==> config.mk <==
export PLATFORM = sky130hd
export DESIGN_NAME = pdm_tx
export DESIGN_NICKNAME = d
export VERILOG_FILES = /design/src/rtl/pdm_pkg.sv /design/src/rtl/pdm_regfile.sv /design/src/rtl/pdm_accum.sv /design/src/rtl/pdm_tx.sv
export SDC_FILE = /design/constraint.sdc
export NUM_CORES = 1
export LEC_CHECK = 0
export ABC_CLOCK_PERIOD_IN_PS = 3960
export BUFFER_PORTS_ARGS = -buffer_cell sky130_fd_sc_hd__buf_4
export CAP_MARGIN = 15
export CORE_AREA = 2 2 62 64
export CTS_CLUSTER_SIZE = 10
export DETAILED_ROUTE_END_ITERATION = 10
export DIE_AREA = 0 0 64 66
export GPL_ROUTABILITY_DRIVEN = 0
export GPL_TIMING_DRIVEN = 0
export PLACE_DENSITY_LB_ADDON = 0.08
export SYNTH_ARGS = -nofsm -noshare
export SYNTH_HDL_FRONTEND = slang
export SYNTH_SLANG_ARGS = --single-unit
==> constraint.sdc <==
create_clock -name clk -period 3.96 [get_ports clk]
set_clock_uncertainty 0.05 [all_clocks]
set_input_delay 0.198 -clock clk [delete_from_list [all_inputs] [get_ports clk]]
set_output_delay 0.198 -clock clk [all_outputs]
set_load 0.02 [all_outputs]
==> src/rtl/pdm_pkg.sv <==
package pdm_pkg;
  localparam int unsigned PDM_DATA_W = 16;
  localparam int unsigned PDM_ADDR_W = 16;
  localparam logic [PDM_ADDR_W-1:0] PDM_LEVEL_ADDR = 16'h0000;
  localparam logic [PDM_ADDR_W-1:0] PDM_CTRL_ADDR  = 16'h0002;

  typedef enum logic [1:0] {
    SEL_NONE  = 2'd0,
    SEL_LEVEL = 2'd1,
    SEL_CTRL  = 2'd2
  } pdm_sel_e;
endpackage

==> src/rtl/pdm_regfile.sv <==
module pdm_regfile
  import pdm_pkg::*;
#(
  parameter int unsigned DATA_W = PDM_DATA_W,
  parameter int unsigned ADDR_W = PDM_ADDR_W,
  parameter logic [ADDR_W-1:0] LEVEL_ADDR = PDM_LEVEL_ADDR,
  parameter logic [ADDR_W-1:0] CTRL_ADDR  = PDM_CTRL_ADDR
) (
  input  logic              clk,
  input  logic              rst,
  input  logic              wr_en,
  input  logic [ADDR_W-1:0] wr_addr,
  input  logic [DATA_W-1:0] wr_data,
  output logic [DATA_W-1:0] level_o,
  output logic              run_o
);
  pdm_sel_e sel;

  always_comb begin
    sel = SEL_NONE;
    if (wr_en) begin
      if (wr_addr == LEVEL_ADDR)     sel = SEL_LEVEL;
      else if (wr_addr == CTRL_ADDR) sel = SEL_CTRL;
    end
  end

  always_ff @(posedge clk) begin
    if (rst) begin
      level_o <= '0;
      run_o   <= 1'b0;
    end else begin
      if (sel == SEL_LEVEL) level_o <= wr_data;
      if (sel == SEL_CTRL)  run_o   <= wr_data[0];
    end
  end

  // a level write lands on the strobe edge
  p_level_write_r2: assert property (@(posedge clk) disable iff (rst)
    (wr_en && wr_addr == LEVEL_ADDR) |=> (level_o == $past(wr_data)));

  // a control write copies bit 0
  p_run_write_r3: assert property (@(posedge clk) disable iff (rst)
    (wr_en && wr_addr == CTRL_ADDR) |=> (run_o == $past(wr_data[0])));

  // stray addresses leave both registers alone
  p_stray_ignored_r9: assert property (@(posedge clk) disable iff (rst)
    (wr_en && wr_addr != LEVEL_ADDR && wr_addr != CTRL_ADDR)
      |=> ($stable(level_o) && $stable(run_o)));
endmodule

==> src/rtl/pdm_accum.sv <==
module pdm_accum #(
  parameter int unsigned DATA_W = 16
) (
  input  logic              clk,
  input  logic              rst,
  input  logic              run_i,
  input  logic [DATA_W-1:0] level_i,
  output logic              pdm_o
);
  localparam int unsigned SUM_W = DATA_W + 1;
  localparam logic [DATA_W-1:0] HALF = {1'b1, {(DATA_W-1){1'b0}}};

  logic [DATA_W-1:0] acc_q;
  logic [SUM_W-1:0]  sum;

  assign sum = {1'b0, acc_q} + {1'b0, level_i};

  always_ff @(posedge clk) begin
    if (rst || !run_i) begin
      acc_q <= '0;
      pdm_o <= 1'b0;
    end else begin
      acc_q <= sum[DATA_W-1:0];
      pdm_o <= sum[SUM_W-1];
    end
  end

  // a high output needs the run flag on the edge before
  p_off_low_r4: assert property (@(posedge clk) disable iff (rst)
    pdm_o |-> $past(run_i));

  // a stopped block holds the accumulator at zero
  p_acc_clear_r4: assert property (@(posedge clk) disable iff (rst)
    !run_i |=> (acc_q == '0));

  // a zero level never carries
  p_zero_level_r6: assert property (@(posedge clk) disable iff (rst)
    (run_i && level_i == '0) |=> !pdm_o);

  // a half-scale level toggles the output every clock
  p_half_toggle_r5: assert property (@(posedge clk) disable iff (rst)
    ($past(run_i && level_i == HALF) && $past(run_i && level_i == HALF, 2))
      |-> (pdm_o != $past(pdm_o)));
endmodule

==> src/rtl/pdm_tx.sv <==
module pdm_tx
  import pdm_pkg::*;
#(
  parameter int unsigned DATA_W = PDM_DATA_W,
  parameter int unsigned ADDR_W = PDM_ADDR_W,
  parameter logic [ADDR_W-1:0] LEVEL_ADDR = PDM_LEVEL_ADDR,
  parameter logic [ADDR_W-1:0] CTRL_ADDR  = PDM_CTRL_ADDR
) (
  input  logic              clk,
  input  logic              rst,
  input  logic              wr_en,
  input  logic [ADDR_W-1:0] wr_addr,
  input  logic [DATA_W-1:0] wr_data,
  output logic              pdm_o
);
  logic [DATA_W-1:0] level;
  logic              run;

  pdm_regfile #(
    .DATA_W(DATA_W), .ADDR_W(ADDR_W),
    .LEVEL_ADDR(LEVEL_ADDR), .CTRL_ADDR(CTRL_ADDR)
  ) u_regs (
    .clk(clk), .rst(rst), .wr_en(wr_en), .wr_addr(wr_addr),
    .wr_data(wr_data), .level_o(level), .run_o(run)
  );

  pdm_accum #(.DATA_W(DATA_W)) u_accum (
    .clk(clk), .rst(rst), .run_i(run), .level_i(level), .pdm_o(pdm_o)
  );

  // output low through reset and the edge that follows it
  p_reset_low_r1: assert property (@(posedge clk)
    $past(rst) |-> !pdm_o);
endmodule

* After elaboration in Yosys (flattened, before gate mapping)
Cells that the tools add are included.
** Storage, ports and cells
- Bits of input ports :: 35
- Logic and storage cells :: 14
- Output and inout bits :: 1
- Bits in registers :: 34
** Cells by class
- Mux-type cells :: 3
- $add $sub $neg :: 1
- Eq/ne operators :: 3
- Reductions and logical operators :: 3
** Operators with widths (number)
- 16-bit by 16-bit adder with 17-bit output :: 1
- 16-bit by 2-bit equality test with 1-bit output, second input constant :: 1
- 16-bit zero test :: 1
- 2-bit 2-to-1 mux :: 3
- 2-bit by 1-bit equality test with 1-bit output, second input constant :: 1
- 2-bit equality test, second input constant :: 1
- 1-bit zero test :: 1
- 1-bit logical OR :: 1

* Longest topological paths before layout
- Depth after elaboration :: 5
- Gate-level depth with buffers :: 7
- Gate-level depth less buffers :: 7

* By module
From an unflattened synthesis, not the netlist that was laid out.
** Unflattened totals
- Cell total of the unflattened synthesis :: 228
- Area total of the unflattened synthesis :: 1950.6 um2
** By module, submodules not included
- pdm_accum :: seq. area each 340.3 um2, times used 1, cells each 145, area each 1229.9 um2
- pdm_regfile :: seq. area each 340.3 um2, times used 1, cells each 83, area each 720.7 um2

* Worst setup path after synthesis
No wires, ideal clock.
- Path kind :: register to register
- Start :: register u_regs.level_o[0]
- End :: register u_accum.acc_q[14]
- Slack :: 1.818 ns
- Period minus slack after synthesis :: 2.142 ns
- Cell stages (with the launch flop) :: 8
- Buffers on the path :: 0
- Data arrival time :: 2.014 ns
- Cells stage by stage :: dfxtp_1 > ha_1 > fa_1 > a21o_2 > a311oi_2 > nor4_1 > o31a_1 > nor3_1
** On the way
- Longest elaborated chain between the ends :: 1
** RTL lines
- start, declared :: line pdm_regfile.sv:14 : output logic [DATA_W-1:0] level_o,
- start signal, assigned :: line pdm_regfile.sv:32 : if (sel == SEL_LEVEL) level_o <= wr_data;
- 16-bit by 16-bit adder with 17-bit output :: line pdm_accum.sv:16 : assign sum = {1'b0, acc_q} + {1'b0, level_i};
- end signal, assigned :: line pdm_accum.sv:23 : acc_q <= sum[DATA_W-1:0];
- end, declared :: line pdm_accum.sv:13 : logic [DATA_W-1:0] acc_q;
Every way passes these cells.
A chain may end at the register's enable or synchronous reset.

* Final worst setup path
Ends and elaborated chain as after synthesis.

==> reports/qor.yml <==
synth.net_count: 286
hold_end: "u_regs.level_o[14]"
grt_util_all_layers: 0.220
io-pin-count: 36
floorplan.initialDensity: 0.532
route.antenna.remaining_nets: 0
syn_inst: 234
fill_cells: 333
fp.dieArea_um2: 4220
floorplan.die.width_um: 64
critical-path-top-delay-family: "compound AO/OA/AOI/OAI gates"
final_cell_area_um2: 2290
final-seq-area_um2: 681
synth_top_area_share: 0.360
cts_inserted_buffers: 5
endpoint_kind: "register"
globalRoute.totalOverflow: 0
outcome: "finished clean"
worst_hold_path.num_cells: 3
grt_start_max_net_pins: 11
grt_most_used_layer: "met2"
final_worst_path_period_need_ns: 2.42
maximum_fanout_along_the_worst_path: 5
globalRouteMet3Util: 0.0460
global_route.usage.met1: 0.294
compound_gate_portion_of_the_synthesized_area: 0.203
tightestPinTransition_ns: 0.622
crit_path_cell_trace: "ha_1, fa_1, a21o_2, a311oi_2, nor4_1, o31a_1, nor3_1"
fin_tns_setup_ns: 0
netlist_area_um2: 1890
grt_first_pass_wirelength_um: 7270
post-synth-top-area-cell: "sky130_fd_sc_hd__dfxtp_1"
post_synth_fa_ha_maj_area_fraction: 0.116
regToRegStartpoint: "u_regs.level_o[0]"
cts_buffer_depth: 2
synthDistinctLibCells: 42
timing.critical_path.slowest_cell_delay_ns: 0.46
layout_cells_sized_above_1: 0.175
via_per_inst: 5.50
criticalPathCategory: "reg2reg"
synth_top_family_by_area: "simple AND/OR/NAND/NOR gates"
min_period_over_period: 0.611
antenna_found_initial: 0
postSynthAreaPerCell_um2: 8.08
leakage_power_total_nw: 0.939
synth.ff_latch_count: 34
clockRootBuffer: "sky130_fd_sc_hd__clkbuf_4"
p_comb_frac: 0.047
cts-hold-fix-buffers: 0
crit_path_top_delay_cell: "sky130_fd_sc_hd__a311oi_2"
relative_contribution_of_the_clock_network_to_total_power: 0.413
grtUsageMet2: 0.357
postCtsResizedCells: 0
drt_pre_antenna_iters: 4
hold_path_startpoint: "wr_data[14]"
multi_input_comb_area_um2: 1160
number_of_nets_in_the_final_layout: 327
timing.hold.worst.class: "in2reg"
maximum_vdd_drop_mv: 0.221
layout-area-overhead-vs-synth_pct: 21.0
core_region_area_um2: 3550
diodes: 0
netSwitchingFraction: 0.195
place_area_um2: 2210
hpwl_um: 3130
cts_sinks: 34
tritoncts: "built"
synthXorXnorAreaFrac: 0.0185
seqPwrFrac: 0.539
timing.final.hold_violations: 0
drc_errors: 0
dominantRegCellSynth: "sky130_fd_sc_hd__dfxtp_1"
synth_mux_area_frac: 0.0318
timing.fmax_ghz: 0.413
place.port_buffers: 34
drv_cap: 0
synth-seq-area-share: 0.360
slew_violations: 0
ys_async_sr_fraction: 0
setup_repair_after_global_routing_missed_its_margin: "false"
rows: 22
timing.slew.headroom: 0.581
htree_levels: 2
drt-wirelength-per-cell_um: 13.0
setup_fix_bufs_post_cts: 0
most_area_consuming_cells_after_synthesis: "sky130_fd_sc_hd__dfxtp_1 36%, sky130_fd_sc_hd__ha_1 11%, sky130_fd_sc_hd__nand2_1 8.7%, sky130_fd_sc_hd__a21oi_1 8.5%, sky130_fd_sc_hd__mux2i_1 3.2%"
postLayoutCoreUtil: 0.644
worst-endpoint-arrival_ns: 2.64
cp-start-kind: "register"
timing.critical_path.required_ns: 4.18
total_power_uw: 634
path_clk_slew_ns: 0.11
drt_first_iter_violations: 119
via_count_of_the_first_global_routing_pass: 1605
worst_r2r_path_depth: 7
clock_insertion_delay_worst_skew_ns: 0.34
die_height_um: 66
yosys.cell_count.top_type: "sky130_fd_sc_hd__nand2_1"
p_switching_uw: 123
synth_enable_flop_cells: 0
setup_viol: 0
power_report.internal_total_uw: 510
minimum_setup_slack_among_reg_to_reg_paths_ns: 1.54
power.density_cell_area_nw_per_um2: 277
drt-total-wl_um: 4190
regToRegEndpoint: "u_accum.acc_q[14]"
critPathBufInv: 0
synth.yosys.warnings: 0
dr_total_vias: 1776
post_synth_and_or_nand_nor_area_fraction: 0.242
netlist_top_cells_count: "44 x sky130_fd_sc_hd__nand2_1, 34 x sky130_fd_sc_hd__dfxtp_1, 32 x sky130_fd_sc_hd__a21oi_1"
placed cells by master (no fill, tap or decap), drive strengths merged, types with 4 or more instances in the layout:
master and count:
nand2 44, buf 35, dfxtp 34, a21oi 32, clkbuf 18, ha 16
nor2 13, o21ai 10, nand2b 7, mux2i 6, nor4 5, nand4 5
nand3 5, a21o 5, nor3 4, nor3b 4
registers in the layout, indices dropped and copies added, names as in the netlist:
signal,count
u_accum.acc_q,16
u_regs.level_o,16
u_accum.pdm_o,1
u_regs.run_o,1
tightest hold or removal path: stages:
cell	delay [ns]
sky130_fd_sc_hd__buf_4	0.11
sky130_fd_sc_hd__nand2_1	0.04
sky130_fd_sc_hd__a21oi_1	0.05
cell type report:
type,instances,share of cell area
Buffer,13,0.0219
Clock buffer,6,0.0224
Clock inverter,1,0.0131
Inverter,1,0.00164
Multi-Input combinational cell,186,0.505
Sequential cell,34,0.298
Tap cell,48,0.0263
Timing Repair Buffer,34,0.112
power by group through the flow:
stage               combinational [mW]  clock, mW  sequential [mW]
floorplan                      0.00400          0            0.350
global placement                0.0297          0            0.350
detailed placement              0.0303          0            0.350
CTS                             0.0303      0.271            0.342
global route                    0.0325      0.285            0.342
finish                          0.0300      0.262            0.342
worst max path at each step:
stage | start | depth (start not counted) | end | slack [ns]
after floorplan | u_regs.level_o[0] | 7 | u_accum.acc_q[14] | 1.82
after global placement | u_regs.level_o[0] | 7 | u_accum.acc_q[14] | 1.60
after detailed placement | u_regs.level_o[0] | 7 | u_accum.acc_q[14] | 1.57
after CTS | u_regs.level_o[0] | 7 | u_accum.acc_q[14] | 1.55
after global routing | u_regs.level_o[0] | 7 | u_accum.acc_q[14] | 1.36
final | u_regs.level_o[0] | 7 | u_accum.acc_q[14] | 1.54
per-layer routing:
layer  wire length [um]  part of all wire
met1               2050              0.49
met2               1930              0.46
met3                168             0.040
met4                 38            0.0091
met5                  0                 0
logic make-up after synthesis:
family	after synthesis
fa+ha+maj	17
mux	6
simple gates	96
compound gates	63
flops	34
xor+xnor	4
buf+inv	14
through the flow:
step | cells | hold WS (ns) | worst slack, ns
floorplan | 234 | 0.288 | 1.82
global placement | 316 | 0.396 | 1.60
detailed placement | 316 | 0.402 | 1.57
CTS | 323 | 0.0274 | 1.55
global route | 323 | 0.0306 | 1.36
finish | 323 | 0.0433 | 1.54
Note: power is estimated with default switching activity, not from simulation.
